**src/rtl/fcd_pkg.sv**
```systemverilog
package fcd_pkg;

  typedef enum logic [2:0] {
    MD_READ    = 3'd0,
    MD_IDENT   = 3'd1,
    MD_QUERY   = 3'd2,
    MD_FASTPGM = 3'd3,
    MD_PGMBUSY = 3'd4,
    MD_CHIPBSY = 3'd5,
    MD_BLKBSY  = 3'd6,
    MD_SUSP    = 3'd7
  } mode_e;

  typedef enum logic [3:0] {
    SQ_IDLE, SQ_K1, SQ_K2, SQ_PGM, SQ_E1, SQ_E2, SQ_E3, SQ_FPG, SQ_FEX
  } seq_e;

  localparam int KEY_W = 12;
  localparam logic [10:0] KEY_FIRST  = 11'h555;
  localparam logic [10:0] KEY_SECOND = 11'h2AA;
  localparam logic [10:0] KEY_QUERY  = 11'h055;

  localparam logic [7:0] CD_K1     = 8'hAA;
  localparam logic [7:0] CD_K2     = 8'h55;
  localparam logic [7:0] CD_IDENT  = 8'h90;
  localparam logic [7:0] CD_PGM    = 8'hA0;
  localparam logic [7:0] CD_FAST   = 8'h20;
  localparam logic [7:0] CD_ERASE  = 8'h80;
  localparam logic [7:0] CD_CHIP   = 8'h10;
  localparam logic [7:0] CD_BLOCK  = 8'h30;
  localparam logic [7:0] CD_SUSP   = 8'hB0;
  localparam logic [7:0] CD_QUERY  = 8'h98;
  localparam logic [7:0] CD_RESET  = 8'hF0;
  localparam logic [7:0] CD_FEXIT  = 8'h00;

  typedef struct packed {
    logic first_hit;
    logic second_hit;
    logic at_first;
    logic query_hit;
  } wr_class_t;

  typedef struct packed {
    logic prog;
    logic chip;
    logic blk;
    logic susp;
    logic res;
    logic clr;
  } req_t;

  // Byte-mode key is the word key shifted up, with the extra low line
  // equal to the inverse of the word key's bit 0.
  function automatic logic key_match(input logic [KEY_W-1:0] a,
                                     input logic word,
                                     input logic [10:0] wkey);
    logic [KEY_W-1:0] bkey;
    bkey = {wkey, ~wkey[0]};
    return word ? (a[10:0] == wkey) : (a == bkey);
  endfunction

endpackage

```
**src/rtl/fcd_match.sv**
```systemverilog
module fcd_match
  import fcd_pkg::*;
(
  input  logic [KEY_W-1:0] addr,
  input  logic [7:0]       data,
  input  logic             word,
  output wr_class_t        cls
);

  logic hit_first_key, hit_second_key, hit_query_key;

  assign hit_first_key  = key_match(addr, word, KEY_FIRST);
  assign hit_second_key = key_match(addr, word, KEY_SECOND);
  assign hit_query_key  = key_match(addr, word, KEY_QUERY);

  assign cls.first_hit  = hit_first_key  && (data == CD_K1);
  assign cls.second_hit = hit_second_key && (data == CD_K2);
  assign cls.at_first   = hit_first_key;
  assign cls.query_hit  = hit_query_key  && (data == CD_QUERY);

endmodule

```
**src/rtl/fcd_fsm.sv**
```systemverilog
module fcd_fsm
  import fcd_pkg::*;
(
  input  logic       clk,
  input  logic       rst_n,
  input  logic       wr_valid,
  input  logic [7:0] data,
  input  wr_class_t  cls,
  input  logic       op_done,
  output mode_e      mode_q,
  output logic       susp_q,
  output req_t       req
);

  seq_e  seq_q, seq_d;
  mode_e mode_d, ret_q, ret_d, base_mode, exit_mode;
  logic  susp_d, cmd_ok;

  assign base_mode = susp_q ? MD_SUSP : MD_READ;
  // Mode reached by an accepted reset command.
  assign exit_mode = (mode_q == MD_QUERY) ? ret_q :
                     (mode_q == MD_IDENT) ? base_mode : mode_q;
  assign cmd_ok    = (mode_q == MD_READ) || (mode_q == MD_SUSP);

  always_comb begin
    mode_d = mode_q;
    seq_d  = seq_q;
    ret_d  = ret_q;
    susp_d = susp_q;
    req    = '0;
    unique case (mode_q)
      MD_PGMBUSY, MD_CHIPBSY: begin
        if (op_done) begin
          mode_d = ret_q;
          seq_d  = SQ_IDLE;
        end
      end
      MD_BLKBSY: begin
        if (op_done) begin
          mode_d = MD_READ;
          seq_d  = SQ_IDLE;
        end else if (wr_valid) begin
          if (data == CD_SUSP) begin
            req.susp = 1'b1;
            mode_d   = MD_SUSP;
            susp_d   = 1'b1;
          end else if (data == CD_BLOCK) begin
            req.blk = 1'b1;
          end
        end
      end
      MD_FASTPGM: begin
        if (wr_valid) begin
          seq_d = SQ_IDLE;
          unique case (seq_q)
            SQ_FPG: begin
              req.prog = 1'b1;
              mode_d   = MD_PGMBUSY;
              ret_d    = MD_FASTPGM;
            end
            SQ_FEX: begin
              if (data == CD_FEXIT) mode_d = base_mode;
            end
            default: begin
              if (data == CD_PGM)        seq_d   = SQ_FPG;
              else if (data == CD_IDENT) seq_d   = SQ_FEX;
              else if (data == CD_RESET) req.clr = 1'b1;
            end
          endcase
        end
      end
      default: begin
        if (wr_valid) begin
          seq_d = SQ_IDLE;
          unique case (seq_q)
            SQ_IDLE: begin
              if (data == CD_RESET) begin
                req.clr = 1'b1;
                mode_d  = exit_mode;
              end else if (cls.first_hit) begin
                seq_d = SQ_K1;
              end else if (cls.query_hit && mode_q != MD_QUERY) begin
                ret_d  = mode_q;
                mode_d = MD_QUERY;
              end else if (data == CD_BLOCK && mode_q == MD_SUSP) begin
                req.res = 1'b1;
                mode_d  = MD_BLKBSY;
                susp_d  = 1'b0;
              end
            end
            SQ_K1: if (cls.second_hit) seq_d = SQ_K2;
            SQ_K2: begin
              if (data == CD_RESET) begin
                req.clr = 1'b1;
                mode_d  = exit_mode;
              end else if (cls.at_first && cmd_ok) begin
                if (data == CD_IDENT)      mode_d = MD_IDENT;
                else if (data == CD_PGM)   seq_d  = SQ_PGM;
                else if (data == CD_FAST)  mode_d = MD_FASTPGM;
                else if (data == CD_ERASE && mode_q == MD_READ) seq_d = SQ_E1;
              end
            end
            SQ_PGM: begin
              req.prog = 1'b1;
              mode_d   = MD_PGMBUSY;
              ret_d    = mode_q;
            end
            SQ_E1: if (cls.first_hit)  seq_d = SQ_E2;
            SQ_E2: if (cls.second_hit) seq_d = SQ_E3;
            SQ_E3: begin
              if (cls.at_first && data == CD_CHIP) begin
                req.chip = 1'b1;
                mode_d   = MD_CHIPBSY;
                ret_d    = MD_READ;
              end else if (data == CD_BLOCK) begin
                req.blk = 1'b1;
                mode_d  = MD_BLKBSY;
              end
            end
            default: seq_d = SQ_IDLE;
          endcase
        end
      end
    endcase
  end

  always_ff @(posedge clk or negedge rst_n) begin
    if (!rst_n) begin
      mode_q <= MD_READ;
      seq_q  <= SQ_IDLE;
      ret_q  <= MD_READ;
      susp_q <= 1'b0;
    end else begin
      mode_q <= mode_d;
      seq_q  <= seq_d;
      ret_q  <= ret_d;
      susp_q <= susp_d;
    end
  end

  AST_BUSY_HOLDS: assert property (@(posedge clk) disable iff (!rst_n)
    ((mode_q == MD_PGMBUSY || mode_q == MD_CHIPBSY) && !op_done) |=> (mode_q == $past(mode_q)));
  AST_FAST_STICKY: assert property (@(posedge clk) disable iff (!rst_n)
    (mode_q == MD_FASTPGM && !wr_valid) |=> (mode_q == MD_FASTPGM));
  AST_SUSP_ENTRY: assert property (@(posedge clk) disable iff (!rst_n)
    $rose(susp_q) |-> ($past(mode_q) == MD_BLKBSY));

endmodule

```
**src/rtl/fcd_issue.sv**
```systemverilog
module fcd_issue
  import fcd_pkg::*;
#(
  parameter int ADDR_W = 20
) (
  input  logic              clk,
  input  logic              rst_n,
  input  req_t              req,
  input  logic [ADDR_W-1:0] addr,
  input  logic [7:0]        data,
  input  mode_e             mode,
  output logic              prog_start,
  output logic              chip_start,
  output logic              blk_sel,
  output logic              susp_req,
  output logic              resume_req,
  output logic              err_clear,
  output logic [ADDR_W-1:0] tgt_addr,
  output logic [7:0]        tgt_data
);

  logic capture;
  assign capture = req.prog || req.blk;

  always_ff @(posedge clk or negedge rst_n) begin
    if (!rst_n) begin
      prog_start <= 1'b0;
      chip_start <= 1'b0;
      blk_sel    <= 1'b0;
      susp_req   <= 1'b0;
      resume_req <= 1'b0;
      err_clear  <= 1'b0;
      tgt_addr   <= '0;
      tgt_data   <= '0;
    end else begin
      prog_start <= req.prog;
      chip_start <= req.chip;
      blk_sel    <= req.blk;
      susp_req   <= req.susp;
      resume_req <= req.res;
      err_clear  <= req.clr;
      if (capture) begin
        tgt_addr <= addr;
        tgt_data <= data;
      end
    end
  end

  AST_ONE_STROBE: assert property (@(posedge clk) disable iff (!rst_n)
    $onehot0({prog_start, chip_start, blk_sel, susp_req, resume_req}));
  AST_PROG_BUSY: assert property (@(posedge clk) disable iff (!rst_n)
    prog_start |-> (mode == MD_PGMBUSY));
  AST_CHIP_BUSY: assert property (@(posedge clk) disable iff (!rst_n)
    chip_start |-> (mode == MD_CHIPBSY));
  AST_RESUME_FROM_SUSP: assert property (@(posedge clk) disable iff (!rst_n)
    resume_req |-> ($past(mode) == MD_SUSP));

endmodule

```
**src/rtl/flash_cmd_decoder.sv**
```systemverilog
module flash_cmd_decoder
  import fcd_pkg::*;
#(
  parameter int ADDR_W = 20
) (
  input  logic              clk,
  input  logic              rst_n,
  input  logic              word_mode,
  input  logic              wr_valid,
  input  logic [ADDR_W-1:0] wr_addr,
  input  logic [7:0]        wr_data,
  input  logic              op_done,
  output logic [2:0]        mode_o,
  output logic              suspended_o,
  output logic              prog_start,
  output logic              chip_start,
  output logic              blk_sel,
  output logic              susp_req,
  output logic              resume_req,
  output logic              err_clear,
  output logic [ADDR_W-1:0] tgt_addr,
  output logic [7:0]        tgt_data
);

  wr_class_t cls;
  req_t      req;
  mode_e     mode_q;
  logic      susp_q;

  fcd_match u_match (
    .addr (wr_addr[KEY_W-1:0]),
    .data (wr_data),
    .word (word_mode),
    .cls  (cls)
  );

  fcd_fsm u_fsm (
    .clk      (clk),
    .rst_n    (rst_n),
    .wr_valid (wr_valid),
    .data     (wr_data),
    .cls      (cls),
    .op_done  (op_done),
    .mode_q   (mode_q),
    .susp_q   (susp_q),
    .req      (req)
  );

  fcd_issue #(.ADDR_W(ADDR_W)) u_issue (
    .clk        (clk),
    .rst_n      (rst_n),
    .req        (req),
    .addr       (wr_addr),
    .data       (wr_data),
    .mode       (mode_q),
    .prog_start (prog_start),
    .chip_start (chip_start),
    .blk_sel    (blk_sel),
    .susp_req   (susp_req),
    .resume_req (resume_req),
    .err_clear  (err_clear),
    .tgt_addr   (tgt_addr),
    .tgt_data   (tgt_data)
  );

  assign mode_o      = mode_q;
  assign suspended_o = susp_q;

  initial begin
    AST_ADDR_WIDE: assert (ADDR_W >= KEY_W);
  end

endmodule

```
**config.mk**
```make
export PLATFORM = sky130hd
export DESIGN_NAME = flash_cmd_decoder
export DESIGN_NICKNAME = d
export VERILOG_FILES = /design/src/rtl/fcd_pkg.sv /design/src/rtl/fcd_match.sv /design/src/rtl/fcd_fsm.sv /design/src/rtl/fcd_issue.sv /design/src/rtl/flash_cmd_decoder.sv
export SDC_FILE = /design/constraint.sdc
export NUM_CORES = 1
export LEC_CHECK = 0
export ABC_AREA = 1
export BUFFER_PORTS_ARGS = -buffer_cell sky130_fd_sc_hd__buf_4
export CAP_MARGIN = 10
export CORE_MARGIN = 3
export CORE_UTILIZATION = 50
export DETAILED_ROUTE_END_ITERATION = 8
export PLACE_DENSITY_LB_ADDON = 0.05
export SYNTH_ARGS = -nofsm -noshare
export SYNTH_HDL_FRONTEND = slang
export SYNTH_SLANG_ARGS = --single-unit
```
**constraint.sdc**
```tcl
create_clock -name clk -period 2.2 [get_ports clk]
set_input_delay 0.33 -clock clk [delete_from_list [all_inputs] [get_ports clk]]
set_output_delay 0.33 -clock clk [all_outputs]
set_load 0.02 [all_outputs]
```
==> results of run 1 <==
## power breakdown
group	switching, mW	leakage [nW]	internal (mW)
clock	0.298	0.0512	0.255
sequential	0.250	0.540	1.18
combinational	1.51	1.23	0.942
## layer usage
layer / wire length, um / vias up
li1: - / 1466
met1: 3450 / 1280
met2: 3380 / 132
met3: 664 / 15
met4: 133 / 0
met5: 0 / -
## logic make-up (layout without fill, tap and decap cells)
kind of cell,Yosys count,count (layout),synth area share
and+or+nand+nor,241,241,0.368
buffers and inverters,72,145,0.112
AOI/OAI and AO/OA,57,57,0.127
DFF,45,45,0.394
## state kept, by name (all words and copies together), names as in the netlist
signal and cells:
u_issue.blk_sel 1, u_issue.resume_req 1, u_issue.chip_start 1, u_fsm.mode_q 3, u_fsm.ret_q 3, u_issue.err_clear 1
u_fsm.seq_q 4, u_issue.susp_req 1, u_issue.prog_start 1, u_fsm.susp_q 1, u_issue.tgt_data 8, u_issue.tgt_addr 20
## worst max path at each step
stage	startpoint	end	slack, ns
after floorplan	u_fsm.mode_q[0]	u_issue.tgt_addr[11]	0.48
after global placement	wr_data[0]	u_issue.tgt_addr[3]	0.32
after detailed placement	wr_data[1]	u_issue.tgt_addr[6]	0.28
after CTS	u_fsm.mode_q[1]	u_issue.tgt_addr[6]	0.34
after global routing	u_fsm.seq_q[0]	u_fsm.mode_q[1]	0.12
final	u_fsm.seq_q[0]	u_fsm.mode_q[1]	0.32
## layout make-up
type / instances / share of cell area
Clock buffer: 6 / 0.0233
Sequential cell: 45 / 0.318
Clock inverter: 2 / 0.00388
Tap cell: 70 / 0.0247
Multi-Input combinational cell: 298 / 0.402
Timing Repair Buffer: 75 / 0.162
Inverter: 62 / 0.0663
## synthesized netlist by cell type, drive strengths merged
master	count	share of area
or2	1	0.0022
nor2	78	0.11
nand3	46	0.085
a22oi	1	0.0026
nand3b	1	0.0026
dfrtp	45	0.39
o31ai	1	0.0026
buf	10	0.029
o41ai	1	0.0031
nor3	4	0.0087
o21a	1	0.0026
nor4	1	0.0022
a21boi	2	0.0052
o22ai	1	0.0022
nand4	13	0.028
a21oi	31	0.071
o211ai	1	0.0044
nand2	97	0.13
o21ai	18	0.033
inv	62	0.082
==> results.toml, run 1 <==
[status]
status = "finished clean"

[critical_path]
endpoint_kind = "register"
crit_chain = "nor2_1 -> inv_1 -> nor2_1 -> inv_1 -> nor2_1 -> nand4_1 -> nand3_1 -> nand2_1 -> nand2_1"
rr_endpoint = "u_fsm.mode_q[1]"
rrSetupSlack_ns = 0.32
crit_type = "register to register"
worstPathRequired_ns = 2.45
critPathMaxStageDelay_ns = 0.47
path_common_cell = "nor2_1"
crit_buf_inv = 2
critPathLaunchType = "register"
arrival_ns = 2.13
path_max_fanout = 6
reg2reg_depth = 9
critical_path_depth = 9
cp_slowest_cell = "dfrtp_1"
cp_top_family = "simple AND/OR/NAND/NOR gates"
reg2reg_from = "u_fsm.seq_q[0]"

[sta]
worst-slew-pin-transition_ns = 0.564
hold_viol = 0
fin_skew_ns = 0.0110
period_minus_slack_ns = 1.88
whs_ns = 0.0110
tns_ns = 0
slew_headroom = 0.624
fin_crit_sh = 0.857
layout_setup_ws_ns = 0.315
setup_viol = 0
max_freq_mhz = 531
rsz0062_at_grt = "false"
drv_slew = 0

[finish]
fin_cells = 558
area_growth_syn_to_layout_pct = 23.9
drive_gt1_frac = 0.238
nFillCells = 470
layout_commonest_cell = "nand2_1"
postLayoutCellArea_sq_um = 3550
post-route-util = 0.669
multi_input_area_sq_um = 1430
regArea_sq_um = 1130
antenna_cells = 0
finalNetCount = 520
layout_common_cells = "nand2_1, nor2_1, buf_4, inv_1"

[clocking]
postCtsSetupBuffers = 0
cts_buffers = 5
clk_pin_slew_ns = 0.09
cts.sinks = 45
root_buffer = "clkbuf_8"
clk_path_buf_depth = 2
clk_latency_ns = 0.30
cts.repair.resized = 0
tritoncts = "done"
cts-hold-fix-buffers = 0
h-tree-depth = 2

[grt]
first_global_vias = 2718
grt_pass1_wl_um = 12600
use_met2 = 0.391
grt_use_met3 = 0.0450
grt_max_degree = 57
top_usage_layer = "met2"
use_met1 = 0.343
grtUsageTotal = 0.246
antenna_found_initial = 0
overflow = 0

[floorplan]
die_h_um = 81.7
num_io_pins = 71
die-area_sq_um = 6670
rows = 26
initial_core_util = 0.540
core_area_sq_um = 5300
die_x_um = 81.7

[drt]
viasPerCell = 5.18
drcViolationCount = 0
wire_per_inst_um = 13.7
dr.pass1.iters = 4
vias = 2893
drt_iter0_drc = 162
routed_wirelength_um = 7620
final_antenna_net_count = 0

[yosys]
ys_warn_count = 0
ys_types = 31
synth_area_sq_um = 2860
syn_inst = 415
syn_nets = 448
syn_avg_cell_area_sq_um = 6.90
synth_seq_cells = 45
yosysSeqAreaShare = 0.394

[power]
p_leak_nw = 1.83
total_power_mw = 4.43
vdd_ir_drop_max_uv = 783
powerDensity_nw_per_um2 = 1250

[place]
dp_hpwl_um = 6100
dp_slack_ns = 0.285
place_congestion = 1.01
numPortBuffers = 70
placedInstanceArea_sq_um = 3450
dp.cells = 550

[hold_path]
hold_class = "primary input to asynchronous set/reset pin"

[run]
maxCapViolCount = 0
Note: power is estimated with default switching activity, not from simulation.
==> run 2: changes to the inputs <==
- BUFFER_PORTS_ARGS: -buffer_cell sky130_fd_sc_hd__buf_4 -> -buffer_cell sky130_fd_sc_hd__buf_2
==> results.toml, run 2 (synthesis results as in run 1) <==
[sta]
worst-slew-pin-transition_ns = 0.559
rsz0062_at_grt = "false"
slew_headroom = 0.628
fin_crit_sh = 0.908
setup_viol = 0
whs_ns = 0.0993
drv_slew = 0
max_freq_mhz = 501
hold_viol = 0
period_minus_slack_ns = 2.00
tns_ns = 0
fin_skew_ns = 0.00687

[grt]
first_global_vias = 2613
grtUsageTotal = 0.233
grt_max_degree = 57
antenna_found_initial = 0
overflow = 0
grt_pass1_wl_um = 12000

[floorplan]
die-area_sq_um = 6670
rows = 26
die_h_um = 81.7
num_io_pins = 71
die_x_um = 81.7
initial_core_util = 0.540
core_area_sq_um = 5300

[place]
dp_hpwl_um = 5740
numPortBuffers = 70
place_congestion = 1.08
dp.cells = 550

[finish]
regArea_sq_um = 1130
antenna_cells = 0
post-route-util = 0.643
nFillCells = 496
layout_commonest_cell = "nand2_1"
largest_register_ffs = 20
drive_gt1_frac = 0.238
reg_top3 = "u_issue.tgt_addr x20, u_issue.tgt_data x8, u_fsm.seq_q x4"
finalNetCount = 520
top_register = "u_issue.tgt_addr"
area_growth_syn_to_layout_pct = 19.2
layout_common_cells = "nand2_1, nor2_1, buf_2, inv_1"
multi_input_area_sq_um = 1430
fin_cells = 558

[drt]
wl_met2_um = 3170
wl_met1_um = 3320
routed_wirelength_um = 7240
drcViolationCount = 0
maxUsedRoutingLayer = "met4"
drt_iter0_drc = 232
final_antenna_net_count = 0
viasPerCell = 5.25
dr.pass1.iters = 4
wire_per_inst_um = 13.0
vias = 2930
dr_wl_met3_um = 672

[power]
seq_power_share = 0.318
p_sw_frac = 0.461
p_leak_nw = 1.79
powerDensity_nw_per_um2 = 1300
switching_power_mw = 2.04
total_power_mw = 4.43
combPwrFrac = 0.513
power_frac_clock = 0.169
power.internal_mw = 2.39
vdd_ir_drop_max_uv = 673

[clocking]
tritoncts = "done"
cts.repair.resized = 0
clk_path_buf_depth = 2
postCtsSetupBuffers = 0
cts.sinks = 45
cts_buffers = 5
h-tree-depth = 2
clk_pin_slew_ns = 0.09
clk_latency_ns = 0.30
cts-hold-fix-buffers = 0
root_buffer = "clkbuf_8"

[critical_path]
crit_chain = "nor2_1 -> nand2_1 -> nand2_1 -> nor2_1 -> nor2_1 -> nand2_1 -> nor2_1 -> nand2_1 -> nor2_1 -> nand3_1 -> nand2_1"
reg2reg_from = "u_fsm.seq_q[3]"
worstPathRequired_ns = 2.44
path_max_fanout = 5
critPathMaxStageDelay_ns = 0.43
arrival_ns = 2.24
reg2reg_depth = 11
critPathLaunchType = "register"
cp_slowest_cell = "dfrtp_1"
crit_type = "register to register"
rrSetupSlack_ns = 0.20
endpoint_kind = "register"
rr_endpoint = "u_fsm.mode_q[2]"

[hold_path]
hold_class = "primary input to asynchronous set/reset pin"

[status]
status = "finished clean"

[run]
maxCapViolCount = 0
-- run 2: cell count changes in the layout (fill, tap and decap cells not counted) --
| cell | change |
|---|---|
| bufinv_16 | +2 |
| buf_4 | -70 |
| buf_2 | +70 |
| clkinv_4 | -1 |
| inv_6 | +1 |
| clkbuf_8 | -1 |
| clkinv_2 | -1 |
-- run 2: metal layers --
metal  vias to the layer above  global-route usage
met4                         0              0.0565
met2                       126               0.369
met1                      1330               0.324
met5                         -                   0
li1                       1466                   -
met3                         8              0.0537
-- run 2: power groups by stage --
stage / combinational, mW / clock, mW / sequential, mW
2_1_floorplan: 1.25 / 0 / 1.75
3_3_place_gp: 2.22 / 0 / 1.42
3_5_place_dp: 2.25 / 0 / 1.42
4_1_cts: 2.26 / 0.765 / 1.41
5_1_grt: 2.53 / 0.808 / 1.46
6_report: 2.28 / 0.750 / 1.41
-- run 2: critical path, delay by kind of cell (launching register included) --
kind,cells,cell delay (ns)
flops,1,0.43
simple gates,11,1.51
-- run 2: metrics by stage --
| step | setup WS (ns) | area [sq um] |
|---|---|---|
| after detailed placement | 0.256 | 3270 |
| final | 0.203 | 3410 |
| after global placement | 0.300 | 3270 |
| after CTS | 0.302 | 3410 |
| after floorplan | 0.481 | 2860 |
| after global routing | 0.0208 | 3410 |
-- run 2: cell type report --
cell class	instances	share of cell area
clock inverter	3	0.0202
clock buffer	5	0.0202
tap	70	0.0257
timing repair buffer	75	0.117
multi-input combinational	298	0.418
inverter	62	0.0689
sequential	45	0.330
-- run 2: worst max path at each step --
stage                         start  depth (start not counted)  slack [ns]              endpoint
global placement    u_fsm.mode_q[2]                         12        0.30       u_fsm.mode_q[2]
CTS                  u_fsm.seq_q[0]                         11        0.30       u_fsm.mode_q[2]
finish               u_fsm.seq_q[3]                         11        0.20       u_fsm.mode_q[2]
floorplan           u_fsm.mode_q[0]                         12        0.48  u_issue.tgt_addr[11]
detailed placement       wr_data[0]                         11        0.26   u_issue.tgt_data[6]
global route        u_fsm.mode_q[2]                         12        0.02       u_fsm.mode_q[2]
==> run 3: changes to the inputs <==
- ABC_AREA: 1 -> 0
==> results.toml, run 3 <==
[finish]
top_register = "u_issue.tgt_addr"
nFillCells = 407
reg_top3 = "u_issue.tgt_addr x20, u_issue.tgt_data x8, u_fsm.seq_q x4"
area_growth_syn_to_layout_pct = 36.9
layout_common_cells = "buf_2, buf_4, dfrtp_1, mux2_2, nor2_1"
antenna_cells = 0
largest_register_ffs = 20
post-route-util = 0.719
drive_gt1_frac = 0.472
postLayoutCellArea_sq_um = 3720
finalNetCount = 428
layout_commonest_cell = "buf_2"

[sta]
fin_crit_sh = 1.01
setup_viol = 3
rsz0062_at_grt = "true"
hold_viol = 0
fin_skew_ns = 0.00361
period_minus_slack_ns = 2.21
layout_setup_ws_ns = -0.0127
drv_slew = 0
slew_headroom = 0.517
max_freq_mhz = 452
worst-slew-pin-transition_ns = 0.725

[place]
placedInstanceArea_sq_um = 3590
place_congestion = 0.914
dp_hpwl_um = 5880
numPortBuffers = 70
dp_slack_ns = -0.284

[yosys]
syn_nets = 306
synth_seq_cells = 45
synth_area_sq_um = 2720
ys_types = 60
ys_warn_count = 0
ys_top_cells_by_area = "dfrtp_1, mux2_2, a21oi_1"
synth_top_area_frac = 0.414
yosysSeqAreaShare = 0.414
syn_inst = 273
synth_most_common_cell = "dfrtp_1"
async_reset_ff_frac = 1.00
synth-edff-count = 0
synthTopCellsByCount = "dfrtp_1, mux2_2, nor2_1, nand2_1, a21oi_1"
synth_area_leader_cell = "dfrtp_1"
syn_avg_cell_area_sq_um = 9.95
synthFlopType = "dfrtp_1"

[drt]
dr.pass1.iters = 4
wire_per_inst_um = 16.2
routed_wirelength_um = 7550
drt_iter0_drc = 182
final_antenna_net_count = 0
viasPerCell = 5.60
vias = 2610
drcViolationCount = 0

[critical_path]
arrival_ns = 2.40
crit_chain = "or4b_4 -> and3_4 -> a41oi_4 -> o31ai_4 -> nor4_4 -> mux2_1"
endpoint_kind = "register"
path_max_fanout = 3
cp_top_family = "simple AND/OR/NAND/NOR gates"
critPathMaxStageDelay_ns = 0.55
worstPathRequired_ns = 2.38
crit_buf_inv = 0
critPathLaunchType = "register"
cp_slowest_cell = "or4b_4"
crit_type = "register to register"

[floorplan]
rows = 26
die-area_sq_um = 6360
die_h_um = 79.7
core_area_sq_um = 5170
num_io_pins = 71
die_x_um = 79.7
initial_core_util = 0.525

[run]
maxCapViolCount = 0

[clocking]
cts-hold-fix-buffers = 0
h-tree-depth = 2
cts.sinks = 45
cts_buffers = 5
clk_pin_slew_ns = 0.09
clk_path_buf_depth = 2
tritoncts = "done"
clk_latency_ns = 0.30
root_buffer = "clkbuf_8"

[power]
powerDensity_nw_per_um2 = 1200
vdd_ir_drop_max_uv = 883
total_power_mw = 4.47
p_leak_nw = 1.74

[status]
status = "finished, violations left"
violations = "negative setup slack"

[grt]
antenna_found_initial = 0
overflow = 0
first_global_vias = 2536
grtUsageTotal = 0.248
grt_pass1_wl_um = 12300
grt_max_degree = 34

[hold_path]
hold_class = "primary input to asynchronous set/reset pin"
-- run 3: layout make-up --
cell class,instances,area (sq um),area share
flip-flops and latches,45,1130,0.303
multi-input cells,204,1570,0.421
inverters,10,37.5,0.0101
well taps,70,87.6,0.0235
clock inverters,2,15.0,0.00404
repair buffers,129,812,0.218
clock buffers,6,72.6,0.0195
-- run 3: path summary, 6_finish.rpt --
| check | slack, ns | end | cells after the start | from |
|---|---|---|---|---|
| max | -0.01 | u_fsm.mode_q[1] | 6 | u_fsm.seq_q[0] |
| min | 0.07 | u_fsm.ret_q[2] | 1 | rst_n |
| max reg2reg | -0.01 | u_fsm.mode_q[1] | 6 | u_fsm.seq_q[0] |
| min reg2reg | 0.51 | u_issue.tgt_addr[17] | 1 | u_issue.tgt_addr[17] |
| max in group asynchronous | 1.51 | u_issue.tgt_addr[4] | 2 | rst_n |
| min in group clk | 0.26 | u_issue.tgt_addr[15] | 2 | wr_addr[15] |
-- run 3: layer usage --
layer  share of wire  routed length (um)  vias to the layer above  global-route usage
li1                -                   -                     1271                   -
met1            0.43                3260                     1236               0.326
met2            0.49                3720                       95               0.416
met3           0.067                 507                        8              0.0463
met4          0.0097                  73                        0              0.0722
met5               0                   0                        -                   0
-- run 3: where the power goes --
| group | total, mW | internal [mW] | leakage [nW] | switching [mW] |
|---|---|---|---|---|
| clock network | 0.518 | 0.224 | 0.0374 | 0.293 |
| logic | 2.57 | 1.15 | 1.14 | 1.42 |
| registers | 1.38 | 1.16 | 0.563 | 0.222 |
| total | 4.47 | 2.53 | 1.74 | 1.94 |
-- run 3: worst reg2reg max path: cells and delay by family (launching register included) --
family,cells,cell delay [ns]
flops,1,0.38
simple gates,3,1.06
compound gates,2,0.30
mux,1,0.36
-- run 3: kinds of logic (layout without fill, tap and decap cells) --
| family | after synthesis | after routing | synth area share |
|---|---|---|---|
| adder cells (fa/ha/maj) | 1 | 1 | 0.00368 |
| AND/OR/NAND/NOR | 106 | 106 | 0.244 |
| buffers and inverters | 24 | 147 | 0.0378 |
| XOR/XNOR | 2 | 2 | 0.00645 |
| AO/OA/AOI/OAI | 58 | 58 | 0.143 |
| multiplexers | 37 | 37 | 0.151 |
| flip-flops | 45 | 45 | 0.414 |
-- run 3: repair_timing --
action / 4_1_cts / 5_1_grt
resized for setup: 1 / 5
setup endpoints to repair: 3 / 5
pin swaps: 1 / 1
buffers inserted: 1 / 0
-- run 3: through the flow --
step	cells	hold slack, ns	TNS, ns
finish	466	0.0726	-0.0247
global route	466	0.131	-0.187
CTS	466	0.109	0
detailed placement	457	0.443	-6.23
global placement	457	0.435	-4.81
floorplan	273	0.0344	-0.0967
